File: config.mk
export PLATFORM = sky130hd
export DESIGN_NAME = byte_compactor
export DESIGN_NICKNAME = d
export VERILOG_FILES = /design/src/rtl/compact_pkg.sv /design/src/rtl/byte_rank.sv /design/src/rtl/lane_gather.sv /design/src/rtl/byte_compactor.sv
export SDC_FILE = /design/constraint.sdc
export NUM_CORES = 1
export LEC_CHECK = 0
export BUFFER_PORTS_ARGS = -buffer_cell sky130_fd_sc_hd__buf_2
export CELL_PAD_IN_SITES_DETAIL_PLACEMENT = 1
export CELL_PAD_IN_SITES_GLOBAL_PLACEMENT = 1
export CORE_MARGIN = 5
export CORE_UTILIZATION = 39
export DETAILED_ROUTE_END_ITERATION = 16
export PLACE_DENSITY_LB_ADDON = 0.08
export SYNTH_ARGS = -nofsm -noshare
export SYNTH_HDL_FRONTEND = slang
export SYNTH_HIERARCHICAL = 1
export SYNTH_SLANG_ARGS = --single-unit
export TNS_END_PERCENT = 10
File: constraint.sdc
create_clock -name clk -period 2.66 [get_ports clk]
set_input_delay 0.266 -clock clk [delete_from_list [all_inputs] [get_ports clk]]
set_output_delay 0.266 -clock clk [all_outputs]
set_load 0.02 [all_outputs]
File: src/rtl/compact_pkg.sv
package compact_pkg;
  localparam int DEF_LANES  = 8;
  localparam int DEF_LANE_W = 8;
endpackage

File: src/rtl/byte_rank.sv
module byte_rank #(
  parameter int LANES  = compact_pkg::DEF_LANES,
  parameter int LANE_W = compact_pkg::DEF_LANE_W,
  localparam int IW = $clog2(LANES),
  localparam int CW = $clog2(LANES + 1)
) (
  input  logic                          clk,
  input  logic                          rst,
  input  logic                          in_stb,
  input  logic [LANES*LANE_W-1:0]       in_data,
  input  logic [LANES-1:0]              in_mask,
  output logic                          r_stb,
  output logic [LANES-1:0][LANE_W-1:0]  r_data,
  output logic [LANES-1:0]              r_mask,
  output logic [LANES-1:0][IW-1:0]      r_dest,
  output logic [CW-1:0]                 r_count
);
  logic [LANES-1:0][IW-1:0]     c_dest;
  logic [CW-1:0]                c_count;
  logic [LANES-1:0][LANE_W-1:0] c_data;

  // running prefix count: rank of each byte among the valid ones
  always_comb begin
    logic [CW-1:0] run;
    run = '0;
    for (int i = 0; i < LANES; i++) begin
      c_dest[i] = run[IW-1:0];
      c_data[i] = in_mask[i] ? in_data[i*LANE_W +: LANE_W] : '0;
      run = run + CW'(in_mask[i]);
    end
    c_count = run;
  end

  always_ff @(posedge clk) begin
    if (rst) begin
      r_stb   <= 1'b0;
      r_data  <= '0;
      r_mask  <= '0;
      r_dest  <= '0;
      r_count <= '0;
    end else begin
      r_stb   <= in_stb;
      r_data  <= c_data;
      r_mask  <= in_mask;
      r_dest  <= c_dest;
      r_count <= c_count;
    end
  end

  // registered count matches the mask it came with
  p_count_pop_r4: assert property (@(posedge clk) disable iff (rst)
    32'(r_count) == $countones(r_mask));
endmodule

File: src/rtl/lane_gather.sv
module lane_gather #(
  parameter int LANES  = compact_pkg::DEF_LANES,
  parameter int LANE_W = compact_pkg::DEF_LANE_W,
  localparam int IW = $clog2(LANES),
  localparam int CW = $clog2(LANES + 1)
) (
  input  logic                          clk,
  input  logic                          rst,
  input  logic                          r_stb,
  input  logic [LANES-1:0][LANE_W-1:0]  r_data,
  input  logic [LANES-1:0]              r_mask,
  input  logic [LANES-1:0][IW-1:0]      r_dest,
  input  logic [CW-1:0]                 r_count,
  output logic                          out_stb,
  output logic [LANES*LANE_W-1:0]       out_data,
  output logic [LANES-1:0]              out_mask,
  output logic [CW-1:0]                 out_count
);
  logic [LANES-1:0][LANE_W-1:0] c_lane;
  logic [LANES-1:0]             c_mask;

  // each output lane ORs in the one byte whose rank names it
  always_comb begin
    for (int j = 0; j < LANES; j++) begin
      c_lane[j] = '0;
      for (int i = 0; i < LANES; i++) begin
        if (r_mask[i] && (r_dest[i] == IW'(j)))
          c_lane[j] = c_lane[j] | r_data[i];
      end
      c_mask[j] = (CW'(j) < r_count);
    end
  end

  always_ff @(posedge clk) begin
    if (rst) begin
      out_stb   <= 1'b0;
      out_data  <= '0;
      out_mask  <= '0;
      out_count <= '0;
    end else begin
      out_stb   <= r_stb;
      out_data  <= c_lane;
      out_mask  <= c_mask;
      out_count <= r_count;
    end
  end

  // lanes at or above the count carry zero
  for (genvar j = 0; j < LANES; j++) begin : g_fill_chk
    p_fill_zero_r2: assert property (@(posedge clk) disable iff (rst)
      (CW'(j) >= out_count) |-> (out_data[j*LANE_W +: LANE_W] == '0));
  end

  // mask length equals count
  p_mask_len_r3: assert property (@(posedge clk) disable iff (rst)
    $countones(out_mask) == 32'(out_count));
endmodule

File: src/rtl/byte_compactor.sv
module byte_compactor #(
  parameter int LANES  = compact_pkg::DEF_LANES,
  parameter int LANE_W = compact_pkg::DEF_LANE_W,
  localparam int IW = $clog2(LANES),
  localparam int CW = $clog2(LANES + 1)
) (
  input  logic                    clk,
  input  logic                    rst,
  input  logic                    in_stb,
  input  logic [LANES*LANE_W-1:0] in_data,
  input  logic [LANES-1:0]        in_mask,
  output logic                    out_stb,
  output logic [LANES*LANE_W-1:0] out_data,
  output logic [LANES-1:0]        out_mask,
  output logic [CW-1:0]           out_count
);
  logic                         r_stb;
  logic [LANES-1:0][LANE_W-1:0] r_data;
  logic [LANES-1:0]             r_mask;
  logic [LANES-1:0][IW-1:0]     r_dest;
  logic [CW-1:0]                r_count;

  byte_rank #(.LANES(LANES), .LANE_W(LANE_W)) u_rank (
    .clk(clk), .rst(rst), .in_stb(in_stb), .in_data(in_data),
    .in_mask(in_mask), .r_stb(r_stb), .r_data(r_data), .r_mask(r_mask),
    .r_dest(r_dest), .r_count(r_count));

  lane_gather #(.LANES(LANES), .LANE_W(LANE_W)) u_gather (
    .clk(clk), .rst(rst), .r_stb(r_stb), .r_data(r_data), .r_mask(r_mask),
    .r_dest(r_dest), .r_count(r_count), .out_stb(out_stb),
    .out_data(out_data), .out_mask(out_mask), .out_count(out_count));

  // a strobe out needs a strobe in two cycles before
  p_stb_lat_r5: assert property (@(posedge clk) disable iff (rst)
    out_stb |-> $past(in_stb, 2));

  // count follows the popcount of the mask two cycles back
  p_count_r4: assert property (@(posedge clk) disable iff (rst)
    out_stb |-> (32'(out_count) == $countones($past(in_mask, 2))));

  // full mask passes the word through
  p_full_pass_r6: assert property (@(posedge clk) disable iff (rst)
    (out_stb && ($past(in_mask, 2) == '1)) |-> (out_data == $past(in_data, 2)));

  // empty mask gives all zeros
  p_empty_zero_r7: assert property (@(posedge clk) disable iff (rst)
    (out_stb && ($past(in_mask, 2) == '0)) |-> (out_data == '0 && out_mask == '0));
endmodule

* Word-level counts from Yosys, hierarchy flattened
Index checks and enable logic that the tools add are counted.
** Storage, ports and cells
- Register bits after elaboration :: 175
- Logic and storage cells :: 302
- Bits in latches :: 0
- ROM bits :: 0
- Input port bits :: 75
- RAM bits :: 0
- Memories kept :: 0
** Cells by class
- Add/sub/neg operators :: 7
- Multiply operators :: 0
- Eq/ne operators :: 56
- Shifts and indexed selects :: 0
- Bitwise operators :: 64
- Reduce and logical (&&, ||, !) cells :: 80
- Magnitude comparators :: 8
- Div/mod/pow operators :: 0
- Muxes and demuxes :: 64
** Operators by type and width (number)
- $mux 8 :: 64
- $or 8x8->8 :: 56
- $eq 3x3->1 const B :: 28
- $logic_and 1x1->1 :: 64
- $eq 3x2->1 const B :: 14
- $add 4x1->4 :: 6
- $eq 3x1->1 const B :: 7
- $logic_not 3->1 :: 7
- $lt 3x4->1 const A :: 4
- $reduce_or 2->1 :: 8
- $eq 1x3->1 const AB :: 4
- $lt 1x4->1 const A :: 2
- $lt 2x4->1 const A :: 2
- $not 1->1 :: 8
- $eq 1x2->1 const AB :: 2
- $logic_not 3->1 const A :: 1
- $add 1x1->2 :: 1
- $eq 1x1->1 const AB :: 1

* Logic depth before layout (Yosys ltp)
Gate-level depths: netlist of run 1.
- Depth after elaboration :: 17
- Mapped depth :: 11
- Gate-level depth less buffers :: 11

* By module
The synthesis of run 1 kept the hierarchy.
** Modules (own cells, without submodules)
- lane_gather :: cells an instance 614, times used 1, area each 5601.6 um^2
- byte_rank :: cells an instance 262, times used 1, area each 3030.4 um^2

* Worst setup path before layout of run 1
OpenSTA, ideal clock, no wires.
- Path kind :: input port to flip-flop
- Start :: input port in_mask[0]
- End :: register u_rank.r_count[3]
- Buffers on the path :: 0
- Slack :: -205 ps
- Arrival time :: 2793 ps
- Library setup time :: 72 ps
- Stages on the path :: 10
- Cell sequence :: fa_1 -> ha_1 -> ha_1 -> ha_1 -> ha_1 -> ha_1 -> inv_1 -> or3_1 -> a21oi_1 -> mux2i_1
** RTL lines
- start: declaration :: RTL line byte_compactor.sv:11 : input logic [LANES-1:0] in_mask,
- end signal: assignment :: RTL line byte_rank.sv:46 : r_count <= c_count;
- end: declaration :: RTL line byte_rank.sv:16 : output logic [CW-1:0] r_count

==> summary.md, run 1 <==
| Metric | Value |
|---|---|
| CP Class | `in -> reg` |
| Initial Util | `0.396` |
| Violated checks | `slew limit` |
| Critical path startpoint category | `input pin` |
| Register bit total from synthesis | `170` |
| Worst path max stage delay | `620 ps` |
| Power per Cell Area | `approximately 660 mW/mm^2` |
| Final HPWL DP | `28200 microns` |
| Antenna violations before repair | `1` |
| Synth area leader | `dfxtp_1` |
| Largest net degree at the start of global routing | `60` |
| Core area | `roughly 0.022 sq mm` |
| CP max FO | `3` |
| Netlist Area Pre-Place | `around 0.0086 sq mm` |
| Post CTS Setup Buffer Count | `0` |
| Final Max Tran Viols | `18` |
| Reg2Reg Depth | `3` |
| Vias in the first global route | `approximately 8800` |
| Yosys top cell area share | `0.394` |
| Uppermost layer routed | `met4` |
| RSZ-0062 raised after global routing | `false` |
| Leakage | `roughly 3.6 nW` |
| Share of cells above drive strength 1 | `0.261` |
| CTS root buf | `clkbuf_16` |
| Post-Route WL | `40600 microns` |
| Via count | `8348` |
| Via/cell ratio | `a little under 7` |
| Die width | `159 microns` |
| Achievable Freq | `389 MHz` |
| Hold Path Depth | `2` |
| WP depth | `11` |
| Critical path's slowest cell | `fa_2` |
| Syn Area/Cell | `~9.9 sq um` |
| Cell Rows | `54` |
| First-pass GRT wire length | `just under 60000 microns` |
| Synth top area cells | `dfxtp_1 (39%), a22oi_1 (22%), a41oi_1 (5.8%)` |
| Final Cycle Share | `0.965` |
| CP delay by family, top | `adder cells` |
| PortBufs | `roughly 150` |
| Final Wtd Congestion | `roughly 1.0` |
| Die Ht | `159 microns` |
| Area growth from synthesis to layout | `14.9%` |
| Cell repeated most along the worst path | `ha_4` |
| Met2 Wirelength | `17700 microns` |
| Worst Path Buf+Inv | `2` |
| Routed len/inst | `between 30 and 40 microns` |
| CTS tree | `built` |
| Synth async-reset ratio | `0` |
| All-Layer GR Usage | `0.308` |
| Max_cap viols | `0` |
| Metal-1 WL | `15700 microns` |
| Unique masters post-synth | `54` |
| Full die area | `between 0.02 and 0.03 sq mm` |
| Count of mapped cells out of synthesis | `roughly 900` |
| Status | `complete, but fails checks` |
| Setup tns final | `0 ps` |
| Ys flop type | `dfxtp_1` |
| Tightest Pin Transition | `roughly 1500 ps` |
| Clk slew on worst S/H paths | `about 70 ps` |
| H-tree levels | `4` |
| Number of synthesis warnings | `6` |
| Max Clock Skew | `around 11 ps` |
| Global route total overflow | `0` |
| Antenna-violating nets left | `0` |
| Setup violators final | `0` |
| Register area share after synthesis | `0.394` |
| CTS Sinks | `between 150 and 200` |
| EDFF count, synth | `0` |
| CTS max path bufs | `2` |
| Ordered list of cells on the worst path | `buf_2, fa_2, ha_4, ha_4, ha_1, ha_4, ha_4, inv_1, or3_1, a21oi_2, mux2i_1` |
| Cts hold-fix bufs | `0` |
| Maximum VDD drop | `0.000311 V` |
| Later-pin clock latency in the skew report | `430 ps` |
| Crit path arrival time | `between 2000 and 3000 ps` |
| Hold Fails Final Rpt | `0` |
| CP Data Required Time | `around 3000 ps` |
| Drt initial violations | `around 1000` |
| Worst hold path type | `in -> reg` |
| TritonCTS buffer count | `17` |
| N_diodes | `0` |
| # nets final | `roughly 1000` |
| Detailed Routing Iterations Pass 1 | `8` |
| Num ports | `approximately 150` |
| Final core occ | `0.454` |
| Slew headroom | `-0.0333` |
| Min cycle time layout | `between 2000 and 3000 ps` |
| Setup crit end kind | `register` |
| # DRC | `0` |
| DR WL met3 | `about 4700 microns` |
==> Yosys cell counts, types with 10 or more instances <==
cell / count
a22oi_1: 250
a41oi_1: 57
and2_1: 64
and4b_1: 23
and4bb_1: 13
buf_1: 24
buf_2: 43
buf_4: 17
clkbuf_1: 38
clkbuf_2: 26
dfxtp_1: 170
ha_1: 11
nand2_1: 10
nor2_1: 13
nor2b_1: 26
==> through the flow <==
step / hold WS (ps) / power [mW] / std cells / cell area (sq um) / setup WS [ps]
after floorplan: 388 / 3.58 / 881 / 8660 / -169
final: 24.8 / 6.56 / 1224 / 9920 / 92.4
after CTS: 8.97 / 6.56 / 1224 / 9880 / 30.1
after global placement: 432 / 3.99 / 1192 / 9270 / -451
after global routing: 13.9 / 6.81 / 1224 / 9920 / 28.4
after detailed placement: 437 / 4.04 / 1192 / 9270 / -542
==> kinds of logic after synthesis <==
logic type	after synthesis	synth area share
AOI/OAI and AO/OA	333	0.305
xor gates and xnor gates	11	0.0162
adders and majority gates	12	0.0183
buffers and inverters	153	0.0844
DFF	170	0.394
muxes	1	0.00116
other	1	0.000434
and+or+nand+nor	195	0.180
==> repair_timing <==
item	4_1_cts	5_1_grt
resized for setup	2	4
pin swaps	2	3
hold endpoints to repair	0	0
endpoints found under the setup margin	1	1
==> cell usage in the layout (no fill, tap or decap), drive strengths merged, types with 2 or more instances in the layout <==
| cell | instances |
|---|---|
| nand2 | 10 |
| conb | 6 |
| a32oi | 5 |
| inv | 13 |
| xor2 | 3 |
| clkinv | 3 |
| and4 | 8 |
| xnor2 | 6 |
| nand3 | 2 |
| a21oi | 4 |
| or3 | 3 |
| nor4bb | 9 |
| nor4b | 8 |
| buf | 180 |
| o21ai | 4 |
| or2b | 2 |
| clkbuf | 19 |
| nor3 | 2 |
| nor2 | 13 |
| ha | 11 |
| a22oi | 252 |
| nor2b | 26 |
| and3 | 2 |
| and4bb | 15 |
| xnor3 | 2 |
| nand4 | 2 |
| and2 | 65 |
| dfxtp | 170 |
| a41oi | 64 |
| and4b | 24 |
==> sequential cells by signal (all words and copies together), names as in the netlist <==
name and flops:
u_gather/out_data 64, u_rank/r_count 4, u_gather/out_mask 8, u_rank/r_mask 8, u_rank/r_data 64, u_gather/out_stb 1, u_rank/r_dest 17, u_gather/out_count 3
u_rank/r_stb 1
==> power breakdown <==
part,internal (mW),total [mW],switching (mW)
registers,2.72,3.07,0.348
clock network,1.36,2.50,1.14
logic,0.440,0.989,0.549
==> final timing paths <==
path | from | slack (ps) | to
worst max-delay path | in_mask[2] | 90 | u_rank/r_count[3]$_SDFF_PP0_
worst min-delay path | in_data[45] | 20 | u_rank/r_data[45]$_SDFF_PP0_
worst max register to register | u_rank/r_mask[0]$_SDFF_PP0_ | 770 | u_gather/out_data[1]$_SDFF_PP0_
worst min register to register | u_rank/r_stb$_SDFF_PP0_ | 450 | u_gather/out_stb$_SDFF_PP0_
==> per-layer routing <==
metal | vias to the layer above | track usage
li1 | 3494 | -
met1 | 4046 | 0.385
met2 | 645 | 0.464
met3 | 163 | 0.0967
met4 | 0 | 0.183
met5 | - | 0
==> layout make-up <==
| cell class | count | area [sq um] |
|---|---|---|
| Sequential cell | 170 | 3400 |
| Clock inverter | 13 | 149 |
| Timing Repair Buffer | 180 | 973 |
| Clock buffer | 19 | 443 |
| Fill cell | 2433 | 11900 |
| Inverter | 4 | 15.0 |
| Tap cell | 280 | 350 |
| Multi-Input combinational cell | 558 | 4580 |
Note: power is estimated with default switching activity, not from simulation.
==> run 2, diff against run 1 <==
--- a/config.mk
+++ b/config.mk
@@ -5,11 +5,12 @@
 export SDC_FILE = /design/constraint.sdc
 export NUM_CORES = 1
 export LEC_CHECK = 0
+export ABC_AREA = 1
 export BUFFER_PORTS_ARGS = -buffer_cell sky130_fd_sc_hd__buf_2
 export CELL_PAD_IN_SITES_DETAIL_PLACEMENT = 1
 export CELL_PAD_IN_SITES_GLOBAL_PLACEMENT = 1
 export CORE_MARGIN = 5
-export CORE_UTILIZATION = 39
+export CORE_UTILIZATION = 35
 export DETAILED_ROUTE_END_ITERATION = 16
 export PLACE_DENSITY_LB_ADDON = 0.08
 export SYNTH_ARGS = -nofsm -noshare
==> summary.md, run 2 <==
| Metric | Value |
|---|---|
| Ordered list of cells on the worst path | `buf_2, fa_1, ha_1, ha_1, ha_1, ha_1, inv_1, nand3_1, nand2_1, inv_1, ha_1, xor2_1, nor2_1` |
| CP Data Required Time | `a little under 3000 ps` |
| Final std cells w/o fill | `2109` |
| Synth area leader | `dfxtp_1` |
| Most common cell after layout, fill and taps aside | `nand2_1` |
| Count of mapped cells out of synthesis | `around 1700` |
| Routed len/inst | `between 15 and 20 microns` |
| Antenna violations before repair | `0` |
| CP max FO | `3` |
| CTS Sinks | `170` |
| Synth async-reset ratio | `0` |
| EDFF count, synth | `0` |
| # DRC | `0` |
| Synth top area cells | `dfxtp_1 (36%), nand2_1 (29%), nor2_1 (10%)` |
| H-tree levels | `4` |
| Register area share after synthesis | `0.357` |
| Final Wtd Congestion | `approximately 0.92` |
| TritonCTS buffer count | `17` |
| RSZ-0062 raised after global routing | `false` |
| Setup tns final | `0 ps` |
| Later-pin clock latency in the skew report | `between 400 and 500 ps` |
| Worst r2r src | `u_rank/r_mask[7]$_SDFF_PP0_` |
| Slew headroom | `0.458` |
| Share of cells above drive strength 1 | `0.138` |
| Cell repeated most along the worst path | `ha_1` |
| Die Ht | `175 microns` |
| Final Cycle Share | `0.932` |
| Worst path max stage delay | `around 500 ps` |
| R2r endpoint | `u_gather/out_data[5]$_SDFF_PP0_` |
| Tightest Pin Transition | `approximately 810 ps` |
| Register bit total from synthesis | `170` |
| Achievable Freq | `403 MHz` |
| Setup violators final | `0` |
| Largest net degree at the start of global routing | `93` |
| Via/cell ratio | `about 5.1` |
| All-Layer GR Usage | `0.263` |
| Most frequent cells after synthesis | `nand2_1 (728), nor2_1 (262), dfxtp_1 (170)` |
| Leakage | `6.11 nW` |
| Maximum VDD drop | `about 0.00030 V` |
| Reg2Reg Setup Slack | `870 ps` |
| Hold Path Depth | `3` |
| Area growth from synthesis to layout | `16.7%` |
| HP Start | `in_data[13]` |
| Setup crit end kind | `register` |
| CTS tree | `built` |
| N_diodes | `0` |
| Netlist Area Pre-Place | `between 0.009 and 0.01 sq mm` |
| Worst hold path type | `in -> reg` |
| Reg2Reg Depth | `7` |
| PortBufs | `about 150` |
| Critical path's slowest cell | `fa_1` |
| Max_cap viols | `0` |
| Syn Area/Cell | `5.78 sq um` |
| Min cycle time layout | `2480 ps` |
| Ys flop type | `dfxtp_1` |
| Core area | `approximately 0.027 sq mm` |
| Most frequent cells in the layout | `nand2_1 (728), nor2_1 (262), dfxtp_1 (170), buf_2 (151), nand3_1 (138)` |
| Hold path endpoint | `u_rank/r_data[13]$_SDFF_PP0_` |
| CP Class | `in -> reg` |
| Post-cts resize count | `0` |
| Top flop regs | `u_gather/out_data (64), u_rank/r_data (64), u_rank/r_dest (17)` |
| Status | `completed` |
| Inst Count DP | `just over 2000` |
| Yosys top cell area share | `0.357` |
| Initial Util | `0.355` |
| Cts hold-fix bufs | `0` |
| Top-count cell post-synth | `nand2_1` |
| Design area | `between 0.01 and 0.015 sq mm` |
| Final HPWL DP | `between 30000 and 40000 microns` |
| Unique masters post-synth | `23` |
| Placed cell area | `between 0.01 and 0.015 sq mm` |
| Hold Fails Final Rpt | `0` |
| Pwr Total | `~6.6 mW` |
| Via count | `10685` |
| Critical path startpoint category | `input pin` |
| Number of synthesis warnings | `6` |
| Die width | `approximately 180 microns` |
| CTS max path bufs | `2` |
| Final Max Tran Viols | `0` |
| Vias in the first global route | `approximately 11000` |
| Antenna-violating nets left | `0` |
| Clk slew on worst S/H paths | `roughly 80 ps` |
| First-pass GRT wire length | `between 60000 and 70000 microns` |
| Post CTS Setup Buffer Count | `0` |
| Post-Route WL | `around 41000 microns` |
| Max Clock Skew | `just over 20 ps` |
| Crit path arrival time | `approximately 2800 ps` |
| CTS root buf | `clkbuf_16` |
| # nets final | `around 1800` |
| Cell Rows | `60` |
| Final core occ | `0.414` |
| Num ports | `about 150` |
| Power per Cell Area | `591 mW/mm^2` |
| Drt initial violations | `between 800 and 900` |
| Global route total overflow | `0` |
| Full die area | `slightly above 0.03 sq mm` |
| Detailed Routing Iterations Pass 1 | `5` |
## run 2: changes by cell type after synthesis, moves of 23 or more
| cell | before | now |
|---|---|---|
| a21oi_1 | 4 | 69 |
| a22oi_1 | 250 | 0 |
| a41oi_1 | 57 | 0 |
| and2_1 | 64 | 0 |
| and4b_1 | 23 | 0 |
| clkbuf_2 | 26 | 0 |
| inv_1 | 2 | 133 |
| nand2_1 | 10 | 728 |
| nand3_1 | 2 | 138 |
| nor2_1 | 13 | 262 |
| nor2b_1 | 26 | 0 |
## run 2: power by group
group / internal (mW) / switching, mW
Sequential: 2.69 / 0.205
Clock: 1.53 / 1.16
Combinational: 0.338 / 0.649
## run 2: layout make-up
type,count,area [sq um]
well taps,341,427
inverters,138,518
fillers,3734,15700
repair buffers,176,956
flip-flops and latches,170,3400
multi-input cells,1252,5220
clock buffers,19,443
clock inverters,13,178
## run 2: how the worst max path moves through the flow
stage / from / endpoint / slack [ps] / cells after the start
after floorplan: in_mask[0] / u_rank/r_count[2]$_SDFF_PP0_ / 50 / 12
after global placement: in_mask[0] / u_rank/r_count[2]$_SDFF_PP0_ / -200 / 13
after detailed placement: in_mask[0] / u_rank/r_count[2]$_SDFF_PP0_ / -270 / 10
after CTS: in_mask[0] / u_rank/r_count[2]$_SDFF_PP0_ / 180 / 13
after global routing: in_mask[0] / u_rank/r_count[2]$_SDFF_PP0_ / 50 / 13
final: in_mask[0] / u_rank/r_count[2]$_SDFF_PP0_ / 180 / 13
## run 2: metal layers
layer  GRT usage  share of wire
met4       0.104          0.039
met2       0.413           0.44
met5           0              0
met3      0.0530          0.069
met1       0.353           0.45
## run 2: critical path: cells and delay by family
kind	cells	cell delay (ps)
adder cells (fa/ha/maj)	6	1890
AND/OR/NAND/NOR	3	240
buffers and inverters	3	230
XOR/XNOR	1	170
## run 2: kinds of logic after synthesis
kind of cell             share of synthesized area
XOR/XNOR                                  0.000918
other                                     0.000393
adder cells (fa/ha/maj)                     0.0165
AO/OA/AOI/OAI                               0.0395
buffers and inverters                       0.0989
AND/OR/NAND/NOR                              0.487
flip-flops                                   0.357
## run 2: per-stage QoR
step / hold slack, ps / setup slack (ps)
6_report: 26.2 / 181
5_1_grt: 16.0 / 52.3
4_1_cts: 17.1 / 183
3_5_place_dp: 400 / -271
3_3_place_gp: 403 / -203
2_1_floorplan: 335 / 53.0
==> run 3, diff against run 2 <==
--- a/config.mk
+++ b/config.mk
@@ -7,10 +7,8 @@
 export LEC_CHECK = 0
 export ABC_AREA = 1
 export BUFFER_PORTS_ARGS = -buffer_cell sky130_fd_sc_hd__buf_2
-export CELL_PAD_IN_SITES_DETAIL_PLACEMENT = 1
-export CELL_PAD_IN_SITES_GLOBAL_PLACEMENT = 1
 export CORE_MARGIN = 5
-export CORE_UTILIZATION = 35
+export CORE_UTILIZATION = 52
 export DETAILED_ROUTE_END_ITERATION = 16
 export PLACE_DENSITY_LB_ADDON = 0.08
 export SYNTH_ARGS = -nofsm -noshare
==> summary.md, run 3 (same netlist as run 2, synthesis figures left out) <==
| Metric | Value |
|---|---|
| Largest net degree at the start of global routing | `93` |
| Power per Cell Area | `579 mW/mm^2` |
| Die width | `about 150 microns` |
| Most common cell after layout, fill and taps aside | `nand2_1` |
| N_diodes | `0` |
| CP delay by family, top | `adder cells` |
| Worst path max stage delay | `~560 ps` |
| CP Data Required Time | `2970 ps` |
| Ordered list of cells on the worst path | `buf_2, fa_1, ha_1, ha_1, ha_1, ha_1, inv_1, nand3_1, nand2_1, inv_1, ha_1, xor2_1, nor2_1` |
| Num ports | `approximately 150` |
| First-pass GRT wire length | `approximately 54000 microns` |
| Vias in the first global route | `9533` |
| Cell repeated most along the worst path | `ha_1` |
| Cts hold-fix bufs | `0` |
| Core area | `roughly 0.018 sq mm` |
| Hold Fails Final Rpt | `0` |
| Max_cap viols | `0` |
| PortBufs | `roughly 150` |
| TritonCTS buffer count | `17` |
| Via/cell ratio | `~5.3` |
| Clk slew on worst S/H paths | `around 90 ps` |
| Antenna-violating nets left | `0` |
| Worst Path Buf+Inv | `3` |
| Crit. Startpoint | `in_mask[0]` |
| Post-Route WL | `35900 microns` |
| Antenna violations before repair | `1` |
| H-tree levels | `4` |
| Drt initial violations | `approximately 1600` |
| Maximum VDD drop | `0.000606 V` |
| # nets final | `around 1800` |
| Critical path startpoint category | `input pin` |
| Pre-CTS setup slack | `-214 ps` |
| Slew headroom | `0.511` |
| Most frequent cells in the layout | `nand2_1 (728), nor2_1 (262), dfxtp_1 (170), buf_2 (151), nand3_1 (138)` |
| Top flop regs | `u_gather/out_data (64), u_rank/r_data (64), u_rank/r_dest (17)` |
| Detailed Routing Iterations Pass 1 | `6` |
| CTS max path bufs | `2` |
| Worst r2r src | `u_rank/r_dest[22]$_SDFF_PP0_` |
| Achievable Freq | `around 410 MHz` |
| Setup violators final | `0` |
| Via count | `between 10000 and 15000` |
| Met3 GRT Util | `0.0807` |
| Share of cells above drive strength 1 | `0.140` |
| Leakage | `6.11 nW` |
| Final WS setup | `between 200 and 250 ps` |
| Routed len/inst | `approximately 18 microns` |
| Crit path arrival time | `2760 ps` |
| All-Layer GR Usage | `0.325` |
| Design area | `approximately 0.011 sq mm` |
| Post CTS Setup Buffer Count | `0` |
| Min cycle time layout | `2450 ps` |
| Global Route met2 Usage | `0.498` |
| CTS tree | `built` |
| CTS Sinks | `between 150 and 200` |
| Global route total overflow | `0` |
| CP Class | `in -> reg` |
| CTS root buf | `clkbuf_16` |
| RSZ-0062 raised after global routing | `false` |
| Met1 global-route usage | `0.434` |
| Final Cycle Share | `0.921` |
| Final Max Tran Viols | `0` |
| Max Clock Skew | `18.6 ps` |
| Critical path's slowest cell | `fa_1` |
| Cell Rows | `49` |
| Tightest Pin Transition | `roughly 730 ps` |
| # DRC | `0` |
| Initial Util | `0.529` |
| HP Start | `in_data[25]` |
| Die Ht | `roughly 150 microns` |
| CP max FO | `4` |
| Final HPWL DP | `around 26000 microns` |
| Final Wtd Congestion | `0.979` |
| Setup tns final | `0 ps` |
| Setup crit end kind | `register` |
| Placed cell area | `between 0.01 and 0.015 sq mm` |
| Post-cts resize count | `0` |
| Worst hold path type | `in -> reg` |
| Area growth from synthesis to layout | `15.3%` |
| Status | `completed` |
| Gr busiest metal | `met2` |
| Later-pin clock latency in the skew report | `between 400 and 500 ps` |
| Full die area | `between 0.02 and 0.025 sq mm` |
run 3: changes by cell type in the layout (fill, tap and decap cells not counted), sizes merged:
cell / previous run / this run
buf: 176 / 179
bufinv: 3 / 0
clkbuf: 19 / 17
clkinv: 2 / 5
clkinvlp: 2 / 1
inv: 144 / 147
run 3: path summary, 6_finish.rpt:
kind	slack (ps)	depth (start not counted)	end
worst max-delay path	210	13	u_rank/r_count[2]$_SDFF_PP0_
worst min-delay path	20	3	u_rank/r_data[25]$_SDFF_PP0_
worst max register to register	890	6	u_gather/out_data[17]$_SDFF_PP0_
worst min register to register	410	2	u_gather/out_stb$_SDFF_PP0_
run 3: metal layers:
| layer | share of wire | vias up |
|---|---|---|
| met5 | 0.00050 | - |
| met4 | 0.046 | 2 |
| met3 | 0.12 | 115 |
| met2 | 0.44 | 717 |
| met1 | 0.40 | 4643 |
| li1 | - | 5180 |
run 3: worst min-delay path, delay by kind of cell:
family	cells	cell delay (ps)
buf+inv	2	130
simple gates	1	30
run 3: cell type report:
cell class	count	area, sq um
multi-input cells	1252	5220
inverters	138	518
clock buffers	17	425
clock inverters	15	173
flip-flops and latches	170	3400
repair buffers	179	978
fillers	1798	7030
well taps	229	287
run 3: where the power goes:
part	switching [mW]	total (mW)	internal, mW
clock network	1.22	2.50	1.27
logic	0.642	0.983	0.341
registers	0.197	2.89	2.69
run 3: through the flow:
stage,utilization,total power [mW],hold slack (ps),instances
detailed placement,0.577,3.88,401,1968
finish,0.610,6.37,24.1,2000
floorplan,-,3.48,335,1655
global placement,0.577,3.87,392,1968
CTS,0.610,6.35,19.6,2000
global route,0.610,6.64,23.5,2000
